===== config.mk =====
export PLATFORM = sky130hd
export DESIGN_NAME = tokenLanRegs
export DESIGN_NICKNAME = d
export VERILOG_FILES = /design/src/rtl/tokenLanPkg.sv /design/src/rtl/tokenLanDecode.sv /design/src/rtl/tokenLanFlags.sv /design/src/rtl/tokenLanRegs.sv
export SDC_FILE = /design/constraint.sdc
export NUM_CORES = 1
export LEC_CHECK = 0
export ABC_AREA = 0
export CAP_MARGIN = 20
export CORE_UTILIZATION = 40
export CTS_BUF_LIST = sky130_fd_sc_hd__clkbuf_4
export CTS_CLUSTER_DIAMETER = 60
export DETAILED_ROUTE_END_ITERATION = 10
export PLACE_DENSITY = 0.8
export SKIP_LAST_GASP = 1
export SLEW_MARGIN = 30
export SYNTH_ARGS = -nofsm -noshare
export SYNTH_HDL_FRONTEND = slang
export SYNTH_HIERARCHICAL = 1
export SYNTH_SLANG_ARGS = --single-unit

===== constraint.sdc =====
create_clock -name clk -period 2.65 [get_ports clk]
set_clock_uncertainty 0.05 [all_clocks]
set_input_delay 0.6625 -clock clk [delete_from_list [all_inputs] [get_ports clk]]
set_output_delay 0.6625 -clock clk [all_outputs]
set_load 0.05 [all_outputs]

===== src/rtl/tokenLanPkg.sv =====
package tokenLanPkg;
  localparam int DATA_W  = 8;
  localparam int PAGE_W  = 2;
  localparam int OPC_W   = 3;
  localparam int PAGE_LO = OPC_W;

  // status bit positions
  localparam int ST_TA    = 0;
  localparam int ST_TMA   = 1;
  localparam int ST_RECON = 2;
  localparam int ST_TEST  = 3;
  localparam int ST_POR   = 4;
  localparam int ST_ET1   = 5;
  localparam int ST_ET2   = 6;
  localparam int ST_RI    = 7;

  localparam logic [DATA_W-1:0] MASK_IMPL =
    DATA_W'((1 << ST_TA) | (1 << ST_RECON) | (1 << ST_RI));

  typedef enum logic [OPC_W-1:0] {
    OP_RSVD  = 3'd0,
    OP_TXOFF = 3'd1,
    OP_UNUSED2 = 3'd2,
    OP_TXON  = 3'd3,
    OP_RXON  = 3'd4,
    OP_CFG   = 3'd5,
    OP_CLR   = 3'd6,
    OP_UNUSED7 = 3'd7
  } opcode_e;

  typedef struct packed {
    logic loadMask;
    logic txOn;
    logic txOff;
    logic rxOn;
    logic cfg;
    logic clrPor;
    logic clrRecon;
  } strobes_t;
endpackage


===== src/rtl/tokenLanDecode.sv =====
module tokenLanDecode
  import tokenLanPkg::*;
(
  input  logic              clk,
  input  logic              rstN,
  input  logic              wrEn,
  input  logic              regSel,
  input  logic [DATA_W-1:0] wrData,
  output strobes_t          stb
);
  opcode_e opc;
  assign opc = opcode_e'(wrData[OPC_W-1:0]);

  always_comb begin
    stb = '0;
    if (wrEn) begin
      if (!regSel) begin
        stb.loadMask = 1'b1;
      end else begin
        unique case (opc)
          OP_TXOFF: stb.txOff = (wrData[DATA_W-1:OPC_W] == '0);
          OP_TXON:  stb.txOn  = (wrData[DATA_W-1:PAGE_LO+PAGE_W] == '0);
          OP_RXON:  stb.rxOn  = (wrData[DATA_W-2:PAGE_LO+PAGE_W] == '0);
          OP_CFG:   stb.cfg   = (wrData[DATA_W-1:OPC_W+1] == '0);
          OP_CLR: begin
            if (wrData[DATA_W-1:OPC_W+2] == '0) begin
              stb.clrPor   = wrData[OPC_W];
              stb.clrRecon = wrData[OPC_W+1];
            end
          end
          default: stb = '0;
        endcase
      end
    end
  end

  // at most one command action per write
  p_single_action_r11: assert property (@(posedge clk) disable iff (!rstN)
    $onehot0({stb.loadMask, stb.txOn, stb.txOff, stb.rxOn, stb.cfg, stb.clrPor | stb.clrRecon}));

  // nothing decodes without a write strobe
  p_no_strobe_idle_r11: assert property (@(posedge clk) disable iff (!rstN)
    !wrEn |-> (stb == '0));
endmodule


===== src/rtl/tokenLanFlags.sv =====
module tokenLanFlags
  import tokenLanPkg::*;
(
  input  logic              clk,
  input  logic              rstN,
  input  strobes_t          stb,
  input  logic [DATA_W-1:0] wrData,
  input  logic              evTxDone,
  input  logic              evTxAck,
  input  logic              evRxDone,
  input  logic              evRecon,
  input  logic [1:0]        etIn,
  input  logic              testIn,
  output logic [DATA_W-1:0] statusOut,
  output logic              irq,
  output logic              txBusy,
  output logic [PAGE_W-1:0] txPage,
  output logic              rxArmed,
  output logic [PAGE_W-1:0] rxPage,
  output logic              bcastEn,
  output logic              longPktEn,
  output logic [PAGE_W-1:0] filledPage
);
  logic ta, tma, recon, por, ri;
  logic [DATA_W-1:0] mask;

  always_ff @(posedge clk) begin
    if (!rstN) begin
      ta         <= 1'b1;
      tma        <= 1'b0;
      recon      <= 1'b0;
      por        <= 1'b1;
      ri         <= 1'b1;
      mask       <= '0;
      txPage     <= '0;
      rxPage     <= '0;
      bcastEn    <= 1'b0;
      longPktEn  <= 1'b0;
      filledPage <= '0;
    end else begin
      if (stb.loadMask) mask <= wrData & MASK_IMPL;

      if (evTxDone || stb.txOff) ta <= 1'b1;
      else if (stb.txOn)         ta <= 1'b0;

      if (evTxAck)          tma <= 1'b1;
      else if (stb.txOn)    tma <= 1'b0;

      if (evRxDone)         ri <= 1'b1;
      else if (stb.rxOn)    ri <= 1'b0;

      if (evRecon)           recon <= 1'b1;
      else if (stb.clrRecon) recon <= 1'b0;

      if (stb.clrPor) por <= 1'b0;

      if (stb.txOn) txPage <= wrData[PAGE_LO +: PAGE_W];
      if (stb.rxOn) begin
        rxPage  <= wrData[PAGE_LO +: PAGE_W];
        bcastEn <= wrData[DATA_W-1];
      end
      if (stb.cfg) longPktEn <= wrData[OPC_W];
      if (evRxDone) filledPage <= rxPage;
    end
  end

  always_comb begin
    statusOut           = '0;
    statusOut[ST_TA]    = ta;
    statusOut[ST_TMA]   = tma;
    statusOut[ST_RECON] = recon;
    statusOut[ST_TEST]  = testIn;
    statusOut[ST_POR]   = por;
    statusOut[ST_ET1]   = etIn[0];
    statusOut[ST_ET2]   = etIn[1];
    statusOut[ST_RI]    = ri;
  end

  assign irq     = |(statusOut & mask);
  assign txBusy  = ~ta;
  assign rxArmed = ~ri;

  p_txon_loads_r4: assert property (@(posedge clk) disable iff (!rstN)
    (stb.txOn && !evTxDone && !evTxAck) |=> (txBusy && !tma && txPage == $past(wrData[PAGE_LO +: PAGE_W])));

  p_por_clear_r8: assert property (@(posedge clk) disable iff (!rstN)
    stb.clrPor |=> !por);

  p_recon_event_r9: assert property (@(posedge clk) disable iff (!rstN)
    evRecon |=> recon);

  p_rx_capture_r10: assert property (@(posedge clk) disable iff (!rstN)
    evRxDone |=> (!rxArmed && filledPage == $past(rxPage)));

  p_irq_needs_mask_r3: assert property (@(posedge clk) disable iff (!rstN)
    irq |-> (mask != '0));
endmodule


===== src/rtl/tokenLanRegs.sv =====
module tokenLanRegs
  import tokenLanPkg::*;
(
  input  logic              clk,
  input  logic              rstN,
  input  logic              wrEn,
  input  logic              regSel,
  input  logic [DATA_W-1:0] wrData,
  input  logic              evTxDone,
  input  logic              evTxAck,
  input  logic              evRxDone,
  input  logic              evRecon,
  input  logic [1:0]        etIn,
  input  logic              testIn,
  output logic [DATA_W-1:0] statusOut,
  output logic              irq,
  output logic              txBusy,
  output logic [PAGE_W-1:0] txPage,
  output logic              rxArmed,
  output logic [PAGE_W-1:0] rxPage,
  output logic              bcastEn,
  output logic              longPktEn,
  output logic [PAGE_W-1:0] filledPage
);
  strobes_t stb;

  tokenLanDecode u_decode (
    .clk(clk), .rstN(rstN), .wrEn(wrEn), .regSel(regSel),
    .wrData(wrData), .stb(stb)
  );

  tokenLanFlags u_flags (
    .clk(clk), .rstN(rstN), .stb(stb), .wrData(wrData),
    .evTxDone(evTxDone), .evTxAck(evTxAck), .evRxDone(evRxDone),
    .evRecon(evRecon), .etIn(etIn), .testIn(testIn),
    .statusOut(statusOut), .irq(irq), .txBusy(txBusy), .txPage(txPage),
    .rxArmed(rxArmed), .rxPage(rxPage), .bcastEn(bcastEn),
    .longPktEn(longPktEn), .filledPage(filledPage)
  );
endmodule


==> metrics.md <==
| Metric | Value |
|---|---|
| PortBufs | 31 |
| First-pass GRT wire length | roughly 2.4 mm |
| Hold EP | u_flags/por |
| Share of cells above drive strength 1 | under 10% |
| Deepest clock path buffer count | 2 |
| Post-synth top flop | dfxtp_1 |
| R2r setup slk | 1.89 ns |
| Drt total wl | about 1.6 mm |
| DR iter-0 viols | 10 |
| Critical Path Start Type | flop |
| DR pass1 iterations | 4 |
| Main combinational cell family by area after synthesis | simple AND/OR/NAND/NOR gates |
| Crit Path Category | reg -> out |
| Reg2reg path depth | 2 |
| Syn avg cell area | about 9.7 sq um |
| Cts hold-fix bufs | 0 |
| Antenna violations before repair | 0 |
| Max-cap violations | 0 |
| Synth Register Bits | 16 |
| Number of synthesized flops with an enable pin | 0 |
| RSZ-0062 raised after global routing | no |
| Status | finished, final reports clean |
| Final setup viols | 0 |
| Setup_tns | 0 ns |
| H-tree levels | 1 |
| Worst skew pair latency | 0.28 ns |
| Synth Area in XOR/XNOR | 0% |
| Hold path start | u_flags/por |
| Synth Area in Compound Gates | 5.95% |
| WHS Path Cells | 2 |
| Yosys warns | 6 |
| Yosys top cell by area | dfxtp_1 |
| Antenna Cells | 0 |
| Die height | approximately 46 um |
| Total congestion overflow | 0 |
| Maximum VDD drop | around 320 uV |
| Drt via density | roughly 4.6 |
| Simple-gate share of the synthesized area | 24.3% |
| Die area | between 2000 and 2500 sq um |
| Met3 Wirelength | between 80 and 90 um |
| Vias | between 600 and 700 |
| Routability congestion estimate | roughly 0.8 |
| Final nets | ~130 |
| Max Fclk | 412 MHz |
| CP required | approximately 1.9 ns |
| Core footprint | approximately 1700 sq um |
| Mapped Cells | between 70 and 80 |
| CTS tree | done |
| Combinational share of power | between 10% and 20% |
| Initial core utilization | about 43% |
| Num rows | 15 |
| Worst EP arrival | around 1.7 ns |
| Top cells by area, synth | dfxtp_1 (42%), mux2i_1 (15%), nor2b_1 (12%), buf_4 (8.9%), inv_1 (4.0%) |
| Final Hold Viols | 0 |
| Crit path from | u_flags/ri |
| Clk sinks | 16 |
| Post-synth ARST share | 0% |
| Tot GR Track Use | 16.3% |
| Leak pwr | approximately 0.0004 uW |
| Number of distinct library cells after synthesis | 18 |
| Crit-path max FO | 3 |
| Worst-margin pin slew | just over 0.5 ns |
| Net switching power | between 100 and 150 uW |
| Post-route ant nets | 0 |
| Clock period minus worst slack | around 2.4 ns |
| Metal2 WL | ~730 um |
| Vias in the first global route | around 570 |
| Area growth syn-to-layout | 41.7% |
| IO Count | 38 |
| Clock slew at reported path FFs | 0.09 ns |
| Wirelength per Cell | between 10 and 15 um |
| Worst hold path class | reg -> reg |
| Syn Nets | 97 |
| Top Layer Used | met3 |
| Reg power frac | a little under three fifths |
| Number of buffers created by CTS | 3 |
| Clk root buf | clkbuf_4 |
| Post-synthesis mux area share | ~15% |
| Worst r2r src | u_flags/recon |
| Most common cell in the netlist | dfxtp_1 |
| Final Cycle Share | about nine tenths |
| Sequential share of the synthesized area | about 42% |
| Post-route setup slack | about 0.22 ns |
| CP Capture Type | primary output |
| Synth top cells by count | dfxtp_1 (16), nor2b_1 (14), mux2i_1 (11) |
| Pwr dens | approximately 420 nW/um^2 |
| Pre-CTS WS | between 0.2 and 0.25 ns |
| Die X | about 46 um |
| Post-Route M1 WL | ~740 um |
| Synthesized-area fraction occupied by adder cells | 0% |
| Max-slew violation count | 0 |
| Switching share of power | 24.7% |
| Drc violations | 0 |
| Cts repair resizes | 0 |
| Post-DP HPWL | between 1 and 1.5 mm |
| Post-CTS Setup Inserts | 0 |
| Int Power | between 300 and 400 uW |
| Worst r2r dst | u_flags/recon |
| Clock power frac | 28.2% |
| Top-area cell type share of the netlist area | 42.3% |
| Largest net degree at the start of global routing | 17 |
| Max-slew headroom | around two thirds |
| Mapped cell area | 757 sq um |
registers in the layout, indices dropped and copies added (netlist names):
name,cells
u_flags/por,1
u_flags/bcastEn,1
u_flags/mask,3
u_flags/txPage,2
u_flags/ri,1
u_flags/rxPage,2
u_flags/tma,1
u_flags/recon,1
u_flags/filledPage,2
u_flags/longPktEn,1
u_flags/ta,1
power by group through the flow:
stage | logic (uW) | clock network [uW] | registers, uW
after global routing | 80.1 | 141 | 248
after floorplan | 50.6 | 0 | 254
after global placement | 75.1 | 0 | 253
final | 75.3 | 127 | 248
after CTS | 75.8 | 134 | 248
after detailed placement | 75.5 | 0 | 253
per-layer routing:
layer,global-route usage [%],vias to the layer above
met3,2.38,0
met2,26.0,20
met5,0,-
met1,20.7,277
li1,-,312
met4,9.09,0
area by class of cell:
| cell class | count | area (sq um) |
|---|---|---|
| fillers | 158 | 673 |
| multi-input cells | 45 | 339 |
| repair buffers | 33 | 325 |
| flip-flops and latches | 16 | 320 |
| well taps | 25 | 31.3 |
| inverters | 8 | 30.0 |
| clock buffers | 3 | 22.5 |
| clock inverters | 1 | 3.75 |
cells by family (layout without fill, tap and decap cells):
kind of cell | count (synthesis) | in the layout
multiplexers | 11 | 11
buffers and inverters | 17 | 45
AND/OR/NAND/NOR | 28 | 28
AO/OA/AOI/OAI | 6 | 6
flip-flops | 16 | 16
critical path, cell delays in order, from the launching register on:
cell	delay (ns)
dfxtp_1	0.34
a222oi_1	0.33
inv_1	0.06
clkdlybuf4s50_1	0.70
worst max path at each step:
stage                             end  slack, ns  cells after the start
floorplan           u_flags/rxPage[0]       0.56                      4
global placement    u_flags/rxPage[1]       0.21                      6
detailed placement  u_flags/txPage[1]       0.20                      6
CTS                               irq       0.21                      3
global route                      irq       0.12                      3
finish                            irq       0.22                      3
through the flow:
step	hold WS (ns)	power, uW	cells	util (%)	cell area [sq um]
2_1_floorplan	0.394	304	78	-	757
3_3_place_gp	0.410	328	127	59.9	1050
3_5_place_dp	0.417	329	127	59.9	1050
4_1_cts	0.434	457	131	61.4	1070
5_1_grt	0.459	470	131	61.4	1070
6_report	0.425	450	131	61.4	1070
cell usage in the layout (no fill, tap or decap), types with 2 or more instances in the layout:
| master | n |
|---|---|
| o211ai_1 | 2 |
| buf_4 | 2 |
| or4b_1 | 2 |
| inv_1 | 8 |
| mux2i_1 | 11 |
| dfxtp_1 | 16 |
| o21a_1 | 2 |
| nor2b_1 | 14 |
| clkdlybuf4s50_1 | 31 |
| clkbuf_4 | 3 |
| nor3_1 | 5 |
No activity file was read; power rests on OpenSTA's default activity.
